**config.mk**
```make
export PLATFORM = sky130hd
export DESIGN_NAME = rn_skid_intake
export DESIGN_NICKNAME = d
export VERILOG_FILES = /design/src/rtl/skid_intake_pkg.sv /design/src/rtl/intake_compact.sv /design/src/rtl/intake_merge.sv /design/src/rtl/intake_fifo.sv /design/src/rtl/rn_skid_intake.sv
export SDC_FILE = /design/constraint.sdc
export NUM_CORES = 1
export LEC_CHECK = 0
export BUFFER_PORTS_ARGS = -buffer_cell sky130_fd_sc_hd__buf_4
export CORE_MARGIN = 5
export CORE_UTILIZATION = 55
export DETAILED_ROUTE_END_ITERATION = 8
export PLACE_DENSITY = 0.72
export SLEW_MARGIN = 20
export SYNTH_ARGS = -nofsm -noshare
export SYNTH_HDL_FRONTEND = slang
export SYNTH_HIERARCHICAL = 1
export SYNTH_SLANG_ARGS = --single-unit
```
**constraint.sdc**
```tcl
create_clock -name clk -period 8.25 [get_ports clk]
set_input_delay 1.2375 -clock clk [delete_from_list [all_inputs] [get_ports clk]]
set_output_delay 1.2375 -clock clk [all_outputs]
set_load 0.03 [all_outputs]
```
**src/rtl/skid_intake_pkg.sv**
```systemverilog
package skid_intake_pkg;

  // smaller of two counts
  function automatic int min_int(input int a, input int b);
    return (a < b) ? a : b;
  endfunction

  // instructions forwarded on an unstalled cycle
  function automatic int fwd_total(input int lanes, input int held, input int arriving);
    return min_int(lanes, held + arriving);
  endfunction

  // free skid slots once this cycle's pops are taken out
  function automatic int room_after(input int depth, input int held, input int popped);
    return depth - held + popped;
  endfunction

  // full when less than one bundle of room remains
  function automatic logic short_of_room(input int depth, input int held, input int lanes);
    return (depth - held) < lanes;
  endfunction

endpackage

```
**src/rtl/intake_compact.sv**
```systemverilog
module intake_compact #(
  parameter int LANES = 4,
  parameter int TAG_W = 8,
  localparam int IDX_W = $clog2(LANES + 1)
) (
  input  logic [LANES-1:0]       valid,
  input  logic [LANES-1:0]       squash,
  input  logic [LANES*TAG_W-1:0] tag_flat,
  output logic [LANES*TAG_W-1:0] live_flat,
  output logic [IDX_W-1:0]       live_cnt
);

  // pack live slots toward lane 0, keeping their lane order
  always_comb begin
    int k;
    k = 0;
    live_flat = '0;
    for (int i = 0; i < LANES; i++) begin
      if (valid[i] && !squash[i]) begin
        live_flat[k*TAG_W +: TAG_W] = tag_flat[i*TAG_W +: TAG_W];
        k = k + 1;
      end
    end
    live_cnt = IDX_W'(k);
  end

endmodule

```
**src/rtl/intake_merge.sv**
```systemverilog
module intake_merge
  import skid_intake_pkg::*;
#(
  parameter int LANES = 4,
  parameter int TAG_W = 8,
  parameter int DEPTH = 16,
  localparam int IDX_W = $clog2(LANES + 1),
  localparam int CNT_W = $clog2(DEPTH + 1)
) (
  input  logic                   clk,
  input  logic                   rst_n,
  input  logic                   stall,
  input  logic                   flush,
  input  logic [CNT_W-1:0]       held_cnt,
  input  logic [LANES*TAG_W-1:0] head_flat,
  input  logic [LANES*TAG_W-1:0] live_flat,
  input  logic [IDX_W-1:0]       live_cnt,
  output logic [LANES-1:0]       out_valid,
  output logic [LANES*TAG_W-1:0] out_tag,
  output logic [IDX_W-1:0]       pop_cnt,
  output logic [IDX_W-1:0]       push_cnt,
  output logic [LANES*TAG_W-1:0] push_flat
);

  always_comb begin
    int held, arr, tot, pops, taken;
    held = int'(held_cnt);
    arr  = int'(live_cnt);
    tot = 0; pops = 0; taken = 0;
    out_valid = '0;
    out_tag   = '0;
    pop_cnt   = '0;
    push_cnt  = '0;
    push_flat = '0;
    if (flush) begin
      // everything this cycle is dropped
    end else if (stall) begin
      push_cnt  = live_cnt;
      push_flat = live_flat;
    end else begin
      tot   = fwd_total(LANES, held, arr);
      pops  = min_int(held, LANES);
      taken = tot - pops;
      for (int i = 0; i < LANES; i++) begin
        if (i < tot) begin
          out_valid[i] = 1'b1;
          if (i < pops) out_tag[i*TAG_W +: TAG_W] = head_flat[i*TAG_W +: TAG_W];
          else          out_tag[i*TAG_W +: TAG_W] = live_flat[(i-pops)*TAG_W +: TAG_W];
        end
      end
      for (int j = 0; j < LANES; j++) begin
        if (j + taken < arr)
          push_flat[j*TAG_W +: TAG_W] = live_flat[(j+taken)*TAG_W +: TAG_W];
      end
      pop_cnt  = IDX_W'(pops);
      push_cnt = IDX_W'(arr - taken);
    end
  end


  stall_quiet_chk: assert property (@(posedge clk) disable iff (!rst_n)
    stall |-> (out_valid == '0));


  flush_quiet_chk: assert property (@(posedge clk) disable iff (!rst_n)
    flush |-> (out_valid == '0 && push_cnt == '0));


  prefix_mask_chk: assert property (@(posedge clk) disable iff (!rst_n)
    ((out_valid + LANES'(1)) & out_valid) == '0);


  pop_bound_chk: assert property (@(posedge clk) disable iff (!rst_n)
    int'(pop_cnt) <= int'(held_cnt));

endmodule

```
**src/rtl/intake_fifo.sv**
```systemverilog
module intake_fifo
  import skid_intake_pkg::*;
#(
  parameter int LANES = 4,
  parameter int TAG_W = 8,
  parameter int DEPTH = 16,
  localparam int IDX_W = $clog2(LANES + 1),
  localparam int CNT_W = $clog2(DEPTH + 1),
  localparam int PTR_W = $clog2(DEPTH)
) (
  input  logic                   clk,
  input  logic                   rst_n,
  input  logic                   flush,
  input  logic [IDX_W-1:0]       pop_cnt,
  input  logic [IDX_W-1:0]       push_cnt,
  input  logic [LANES*TAG_W-1:0] push_flat,
  output logic [LANES*TAG_W-1:0] head_flat,
  output logic [CNT_W-1:0]       held_cnt,
  output logic                   full,
  output logic                   ovf_err
);

  logic [TAG_W-1:0] mem [DEPTH];
  logic [PTR_W-1:0] rd_ptr, wr_ptr;
  logic [CNT_W-1:0] count;
  logic [IDX_W-1:0] accept_cnt;
  logic             ovf_now;

  always_comb begin
    int room;
    room       = room_after(DEPTH, int'(count), int'(pop_cnt));
    accept_cnt = IDX_W'(min_int(int'(push_cnt), room));
    ovf_now    = (int'(push_cnt) > room);
  end

  assign full     = short_of_room(DEPTH, int'(count), LANES);
  assign held_cnt = count;

  for (genvar g = 0; g < LANES; g++) begin : g_head
    assign head_flat[g*TAG_W +: TAG_W] = mem[rd_ptr + PTR_W'(g)];
  end

  always_ff @(posedge clk or negedge rst_n) begin
    if (!rst_n) begin
      rd_ptr  <= '0;
      wr_ptr  <= '0;
      count   <= '0;
      ovf_err <= 1'b0;
    end else if (flush) begin
      rd_ptr <= '0;
      wr_ptr <= '0;
      count  <= '0;
    end else begin
      rd_ptr <= rd_ptr + PTR_W'(pop_cnt);
      wr_ptr <= wr_ptr + PTR_W'(accept_cnt);
      count  <= count - CNT_W'(pop_cnt) + CNT_W'(accept_cnt);
      if (ovf_now) ovf_err <= 1'b1;
    end
  end

  always_ff @(posedge clk) begin
    if (!flush) begin
      for (int j = 0; j < LANES; j++) begin
        if (j < int'(accept_cnt))
          mem[wr_ptr + PTR_W'(j)] <= push_flat[j*TAG_W +: TAG_W];
      end
    end
  end


  err_sticky_chk: assert property (@(posedge clk) disable iff (!rst_n)
    ovf_err |=> ovf_err);


  count_bound_chk: assert property (@(posedge clk) disable iff (!rst_n)
    int'(count) <= DEPTH);


  flush_empty_chk: assert property (@(posedge clk) disable iff (!rst_n)
    flush |=> (count == '0));


  clip_flag_chk: assert property (@(posedge clk) disable iff (!rst_n)
    (!flush && int'(push_cnt) > int'(accept_cnt)) |=> ovf_err);

endmodule

```
**src/rtl/rn_skid_intake.sv**
```systemverilog
module rn_skid_intake #(
  parameter int LANES = 4,
  parameter int TAG_W = 8,
  parameter int DEPTH = 16,
  localparam int IDX_W = $clog2(LANES + 1),
  localparam int CNT_W = $clog2(DEPTH + 1)
) (
  input  logic                   clk,
  input  logic                   rst_n,
  input  logic                   flush,
  input  logic                   stall,
  input  logic [LANES-1:0]       in_valid,
  input  logic [LANES-1:0]       in_squash,
  input  logic [LANES*TAG_W-1:0] in_tag,
  output logic [LANES-1:0]       out_valid,
  output logic [LANES*TAG_W-1:0] out_tag,
  output logic                   skid_full,
  output logic                   ovf_err
);

  logic [LANES*TAG_W-1:0] live_flat, head_flat, push_flat;
  logic [IDX_W-1:0]       live_cnt, pop_cnt, push_cnt;
  logic [CNT_W-1:0]       held_cnt;

  intake_compact #(.LANES(LANES), .TAG_W(TAG_W)) compact_i (
    .valid(in_valid), .squash(in_squash), .tag_flat(in_tag),
    .live_flat(live_flat), .live_cnt(live_cnt)
  );

  intake_merge #(.LANES(LANES), .TAG_W(TAG_W), .DEPTH(DEPTH)) merge_i (
    .clk(clk), .rst_n(rst_n), .stall(stall), .flush(flush),
    .held_cnt(held_cnt), .head_flat(head_flat),
    .live_flat(live_flat), .live_cnt(live_cnt),
    .out_valid(out_valid), .out_tag(out_tag),
    .pop_cnt(pop_cnt), .push_cnt(push_cnt), .push_flat(push_flat)
  );

  intake_fifo #(.LANES(LANES), .TAG_W(TAG_W), .DEPTH(DEPTH)) fifo_i (
    .clk(clk), .rst_n(rst_n), .flush(flush),
    .pop_cnt(pop_cnt), .push_cnt(push_cnt), .push_flat(push_flat),
    .head_flat(head_flat), .held_cnt(held_cnt),
    .full(skid_full), .ovf_err(ovf_err)
  );

endmodule

```
==> results.md <==
- The run finished with clean final reports.
- The startpoint identified for the worst register-to-register timing path is fifo_i/held_cnt[3].
- The detailed-routing iteration count for the pre-antenna-repair pass is 9.
- The count of endpoints failing hold in the final timing report is 0.
- The final setup violation count is 0.
- The synthesized netlist devotes 14.9% of its cell area to compound gates.
- Final hold analysis gives a worst-case slack of 0.485 ns.
- The count of vias placed by the detailed router is 17947.
- In this run the worst setup path begins at in_squash[0].
- Ranked by total cell area, the synthesized netlist is headed by sky130_fd_sc_hd__mux4_2, sky130_fd_sc_hd__edfxtp_1, sky130_fd_sc_hd__mux2i_1.
- The synthesized design spends more area on one cell type than any other, namely sky130_fd_sc_hd__mux4_2.
- Using the TritonRoute via totals, the vias-per-cell ratio works out to 7.30.
- The clock root buffer master is sky130_fd_sc_hd__clkbuf_16.
- The count of flip-flops with a built-in enable after synthesis is 128.
- The vertical die dimension is 197 um.
- The number of DRC markers in iteration 0 is 2533.
- Clock skew on the completed layout was measured at 0.0174 ns.
- The worst reg-to-reg path cell count is 25.
- After floorplanning, the core was divided into 68 placement rows.
- The I/O pin count is 82.
- VDD sags by at most 0.000330 V.
- For this configuration, the core starts out at a cell density of 55.8%.
- The die is 197 um wide.
- The via count of the first global-routing pass was 17171.
- In this run the tightest slew margin relative to its limit is 21.5%.
- In this run, post-CTS hold repair placed 0 buffers.
- The multiplexer fraction of the synthesized cell area is 38.8%.
- Entering global routing, the biggest net connects 59 pins.
- In the final routed layout, each cell accounts on average for 29.3 um.
- Of the total synthesized cell area, the portion taken by AND, OR, NAND and NOR gates is 12.9%.
- Data on the critical path is required at its endpoint by 8.57 ns.
- The layout filler cell count is 2669.
- The per-instance average area after synthesis is 10.2 sq um.
- The static leakage is 9.46 nW.
- CTS saw 142 sinks.
- The netlist area before placement is 19300 sq um.
- The initial antenna violation count is 1.
- The area of the die is 38900 sq um.
- Static timing analysis puts the maximum clock frequency at 0.126 GHz.
- The number of max-cap violations is 0.
- The count of different cell masters after synthesis is 94.
- During placement, the flow inserted port buffers numbering 81.
- The final estimated routing congestion in global placement is 1.02.
- For this design the ratio of total power to cell area is 295 nW/um^2.
- TritonCTS built the clock tree.
- The largest individual stage delay along the critical path comes from the cell sky130_fd_sc_hd__fa_2.
- The critical path arrival is 8.25 ns.
- Buffers inserted during clock tree synthesis total 17.
- The post-route minimum period is 7.93 ns.
- The path type of the worst setup path is in -> reg.
- Clock-pin slew was measured on the worst setup and hold paths at 0.08 ns.
- Cells fill 65.3% of the core in the end.
- Of the cells placed in the final design, the portion with a size suffix greater than 1 is 33.6%.
- The worst setup path endpoint is fifo_i/held_cnt[4].
- The slew at the pin with the worst max-slew slack is 1.17 ns.
- Of all nets on the critical path, the largest fanout is 11.
- For this run, the register share of the synthesized area comes to 21.8%.
- Summing the areas of all fa, ha and maj instances in the mapped netlist gives 4.60% of the synthesized area.
- The warning count from the yosys run is 6.
- The final routed DRC violation total is 0.
- STA classifies the critical path endpoint as a flop.
- The area share of the largest cell type after synthesis is 21.5%.
- Global routing finished with a remaining overflow of 0.
- The reg2reg setup slack is 1.81 ns.
- The class of the most critical hold timing path is reg -> reg.
- Global routing used 36.4% of the available tracks across all layers.
- The worst register-to-register path ends at fifo_i/held_cnt[4].
- The hold path depth is 1.
- The number of H-tree branching levels is 4.
- The net count reported at finish is 2099.
- The longest clock path from root to sink contains 2 buffers.
- The final antenna-violating net count is 0.
- The worst setup slack before clock tree synthesis is -0.300 ns.
- The repair_antennas step left the layout with diodes totalling 0.
- Registers take 4200 sq um.
- Setup repair after global routing left no endpoint under its margin.
- The design draws 6.66 mW.
- The xor and xnor fraction of the mapped netlist area is 1.89%.
- The largest single stage delay on the critical path is 0.63 ns.
- The fraction of registers with async set/reset is 9.86%.
- The dominant synthesized flop cell is sky130_fd_sc_hd__edfxtp_1.
- The insertion delay of the later-clocked pin in the worst-skew pair is 0.44 ns.
- The combinational family with the most area after synthesis is multiplexers.
- The register bit count reported by yosys is 142.
- The half-perimeter wire length after detailed placement is 52600 um.
- The multi-input logic area is 14500 sq um.
- After technology mapping, the gate count stands at 1883.
- The worst setup path is launched from a primary input.
- The worst setup margin is 0.316 ns.
- The first global-routing pass estimated 108000 um of wire.
- The final period utilization is 96.2%.
- The layout overhead on the synthesized area is 17.1%.
- The area of the core region is 34500 sq um.
- The sum of routed wire length over all layers is 72000 um.
- The max-slew violation count is 0.
-- through the flow --
step / TNS, ns / cells / cell area, sq um
2_1_floorplan: -51.33 / 1886 / 19700
3_3_place_gp: -0.850 / 2423 / 21800
3_5_place_dp: -35.02 / 2423 / 21800
4_1_cts: 0 / 2455 / 22500
5_1_grt: 0 / 2457 / 22600
6_report: 0 / 2457 / 22600
-- registers in the layout, summed over array words and instances, names as in the netlist --
register	count
fifo_i/held_cnt	5
fifo_i/ovf_err	1
fifo_i/rd_ptr	4
fifo_i/mem	128
fifo_i/wr_ptr	4
-- cell usage after synthesis, drive strengths merged, types with 9 or more instances --
cell type	n
edfxtp	128
or2	13
a21oi	82
or3	9
a31oi	10
inv	62
a22o	21
nand4	11
mux4	184
ha	58
a32oi	9
dfrtp	14
nor2	194
o22ai	26
nor2b	15
and3b	10
nand3	22
mux2i	192
o21ai	82
mux2	106
nor3	23
a22oi	33
nand2b	20
nor4	11
a32o	18
clkbuf	78
xor2	16
nand2	161
buf	79
a211oi	34
xnor2	20
a21o	59
-- repair_timing --
item	in CTS	in global routing
gates resized for setup	0	9
setup endpoints to repair	0	216
buffers inserted	0	2
endpoints found under the hold margin	0	0
-- worst min-delay path by stage --
stage	startpoint	endpoint	slack [ns]
final	fifo_i/ovf_err	fifo_i/ovf_err	0.49
after detailed placement	fifo_i/ovf_err	fifo_i/ovf_err	0.47
after global placement	fifo_i/ovf_err	fifo_i/ovf_err	0.45
after floorplan	fifo_i/rd_ptr[0]	fifo_i/rd_ptr[0]	0.60
after CTS	fifo_i/ovf_err	fifo_i/ovf_err	0.49
after global routing	fifo_i/ovf_err	fifo_i/ovf_err	0.51
-- where the power goes --
part / total, mW / internal, mW / switching (mW)
logic: 4.64 / 2.06 / 2.58
registers: 1.22 / 0.990 / 0.226
clock network: 0.799 / 0.414 / 0.385
total: 6.66 / 3.47 / 3.19
-- critical path, delay by kind of cell --
family	cells	cell delay, ns
AO/OA/AOI/OAI	9	1.41
XOR/XNOR	1	0.14
adder cells (fa/ha/maj)	9	3.21
buffers and inverters	4	0.32
multiplexers	2	0.55
AND/OR/NAND/NOR	9	1.35
-- metal layers --
metal / vias to the layer above / track usage [%] / share of wire, %
li1: 7540 / - / -
met1: 8638 / 48.5 / 35
met2: 1461 / 55.0 / 44
met3: 308 / 11.1 / 15
met4: 0 / 16.7 / 6.1
met5: - / 0 / 0
-- final cells by class --
class	instances	area share, %
Multi-Input combinational cell	1521	64.3
Clock inverter	15	0.860
Timing Repair Buffer	241	10.7
Tap cell	455	2.52
Sequential cell	142	18.6
Inverter	66	1.12
Clock buffer	17	1.89
-- placed cells by master (no fill, tap or decap), types with 8 or more instances in the layout --
| cell | netlist | final |
|---|---|---|
| sky130_fd_sc_hd__nand2_1 | 161 | 159 |
| sky130_fd_sc_hd__edfxtp_1 | 128 | 128 |
| sky130_fd_sc_hd__a31oi_1 | 10 | 10 |
| sky130_fd_sc_hd__a22o_1 | 21 | 21 |
| sky130_fd_sc_hd__nor3_1 | 21 | 21 |
| sky130_fd_sc_hd__nor2_1 | 194 | 190 |
| sky130_fd_sc_hd__nand2b_1 | 19 | 19 |
| sky130_fd_sc_hd__nor2b_1 | 14 | 13 |
| sky130_fd_sc_hd__ha_1 | 58 | 50 |
| sky130_fd_sc_hd__clkbuf_16 | 0 | 17 |
| sky130_fd_sc_hd__or3_1 | 9 | 9 |
| sky130_fd_sc_hd__o21ai_0 | 73 | 60 |
| sky130_fd_sc_hd__xnor2_1 | 19 | 17 |
| sky130_fd_sc_hd__xor2_1 | 15 | 15 |
| sky130_fd_sc_hd__mux4_2 | 184 | 184 |
| sky130_fd_sc_hd__buf_4 | 3 | 193 |
| sky130_fd_sc_hd__a32oi_1 | 9 | 9 |
| sky130_fd_sc_hd__or2_2 | 13 | 13 |
| sky130_fd_sc_hd__and3b_1 | 10 | 10 |
| sky130_fd_sc_hd__a211oi_1 | 34 | 34 |
| sky130_fd_sc_hd__o22ai_1 | 24 | 24 |
| sky130_fd_sc_hd__nand4_1 | 11 | 11 |
| sky130_fd_sc_hd__o21ai_1 | 8 | 19 |
| sky130_fd_sc_hd__a32o_1 | 18 | 18 |
| sky130_fd_sc_hd__a21oi_1 | 79 | 76 |
| sky130_fd_sc_hd__mux2i_1 | 171 | 165 |
| sky130_fd_sc_hd__mux2_4 | 9 | 9 |
| sky130_fd_sc_hd__nand3_1 | 21 | 21 |
| sky130_fd_sc_hd__dfrtp_1 | 14 | 12 |
| sky130_fd_sc_hd__o2bb2ai_1 | 8 | 8 |
| sky130_fd_sc_hd__mux2_2 | 92 | 92 |
| sky130_fd_sc_hd__a21o_1 | 59 | 59 |
| sky130_fd_sc_hd__buf_12 | 0 | 48 |
| sky130_fd_sc_hd__a22oi_1 | 33 | 33 |
| sky130_fd_sc_hd__nor4_4 | 7 | 8 |
| sky130_fd_sc_hd__inv_1 | 61 | 58 |
| sky130_fd_sc_hd__mux2i_4 | 12 | 24 |
-- logic make-up (layout without fill, tap and decap cells) --
logic type / Yosys count / in the layout
buf+inv: 223 / 339
flops: 142 / 142
simple gates: 515 / 515
xor+xnor: 37 / 37
mux: 482 / 482
compound gates: 416 / 416
fa+ha+maj: 66 / 66
other cells: 2 / 5
(Power assumes the default switching activity.)
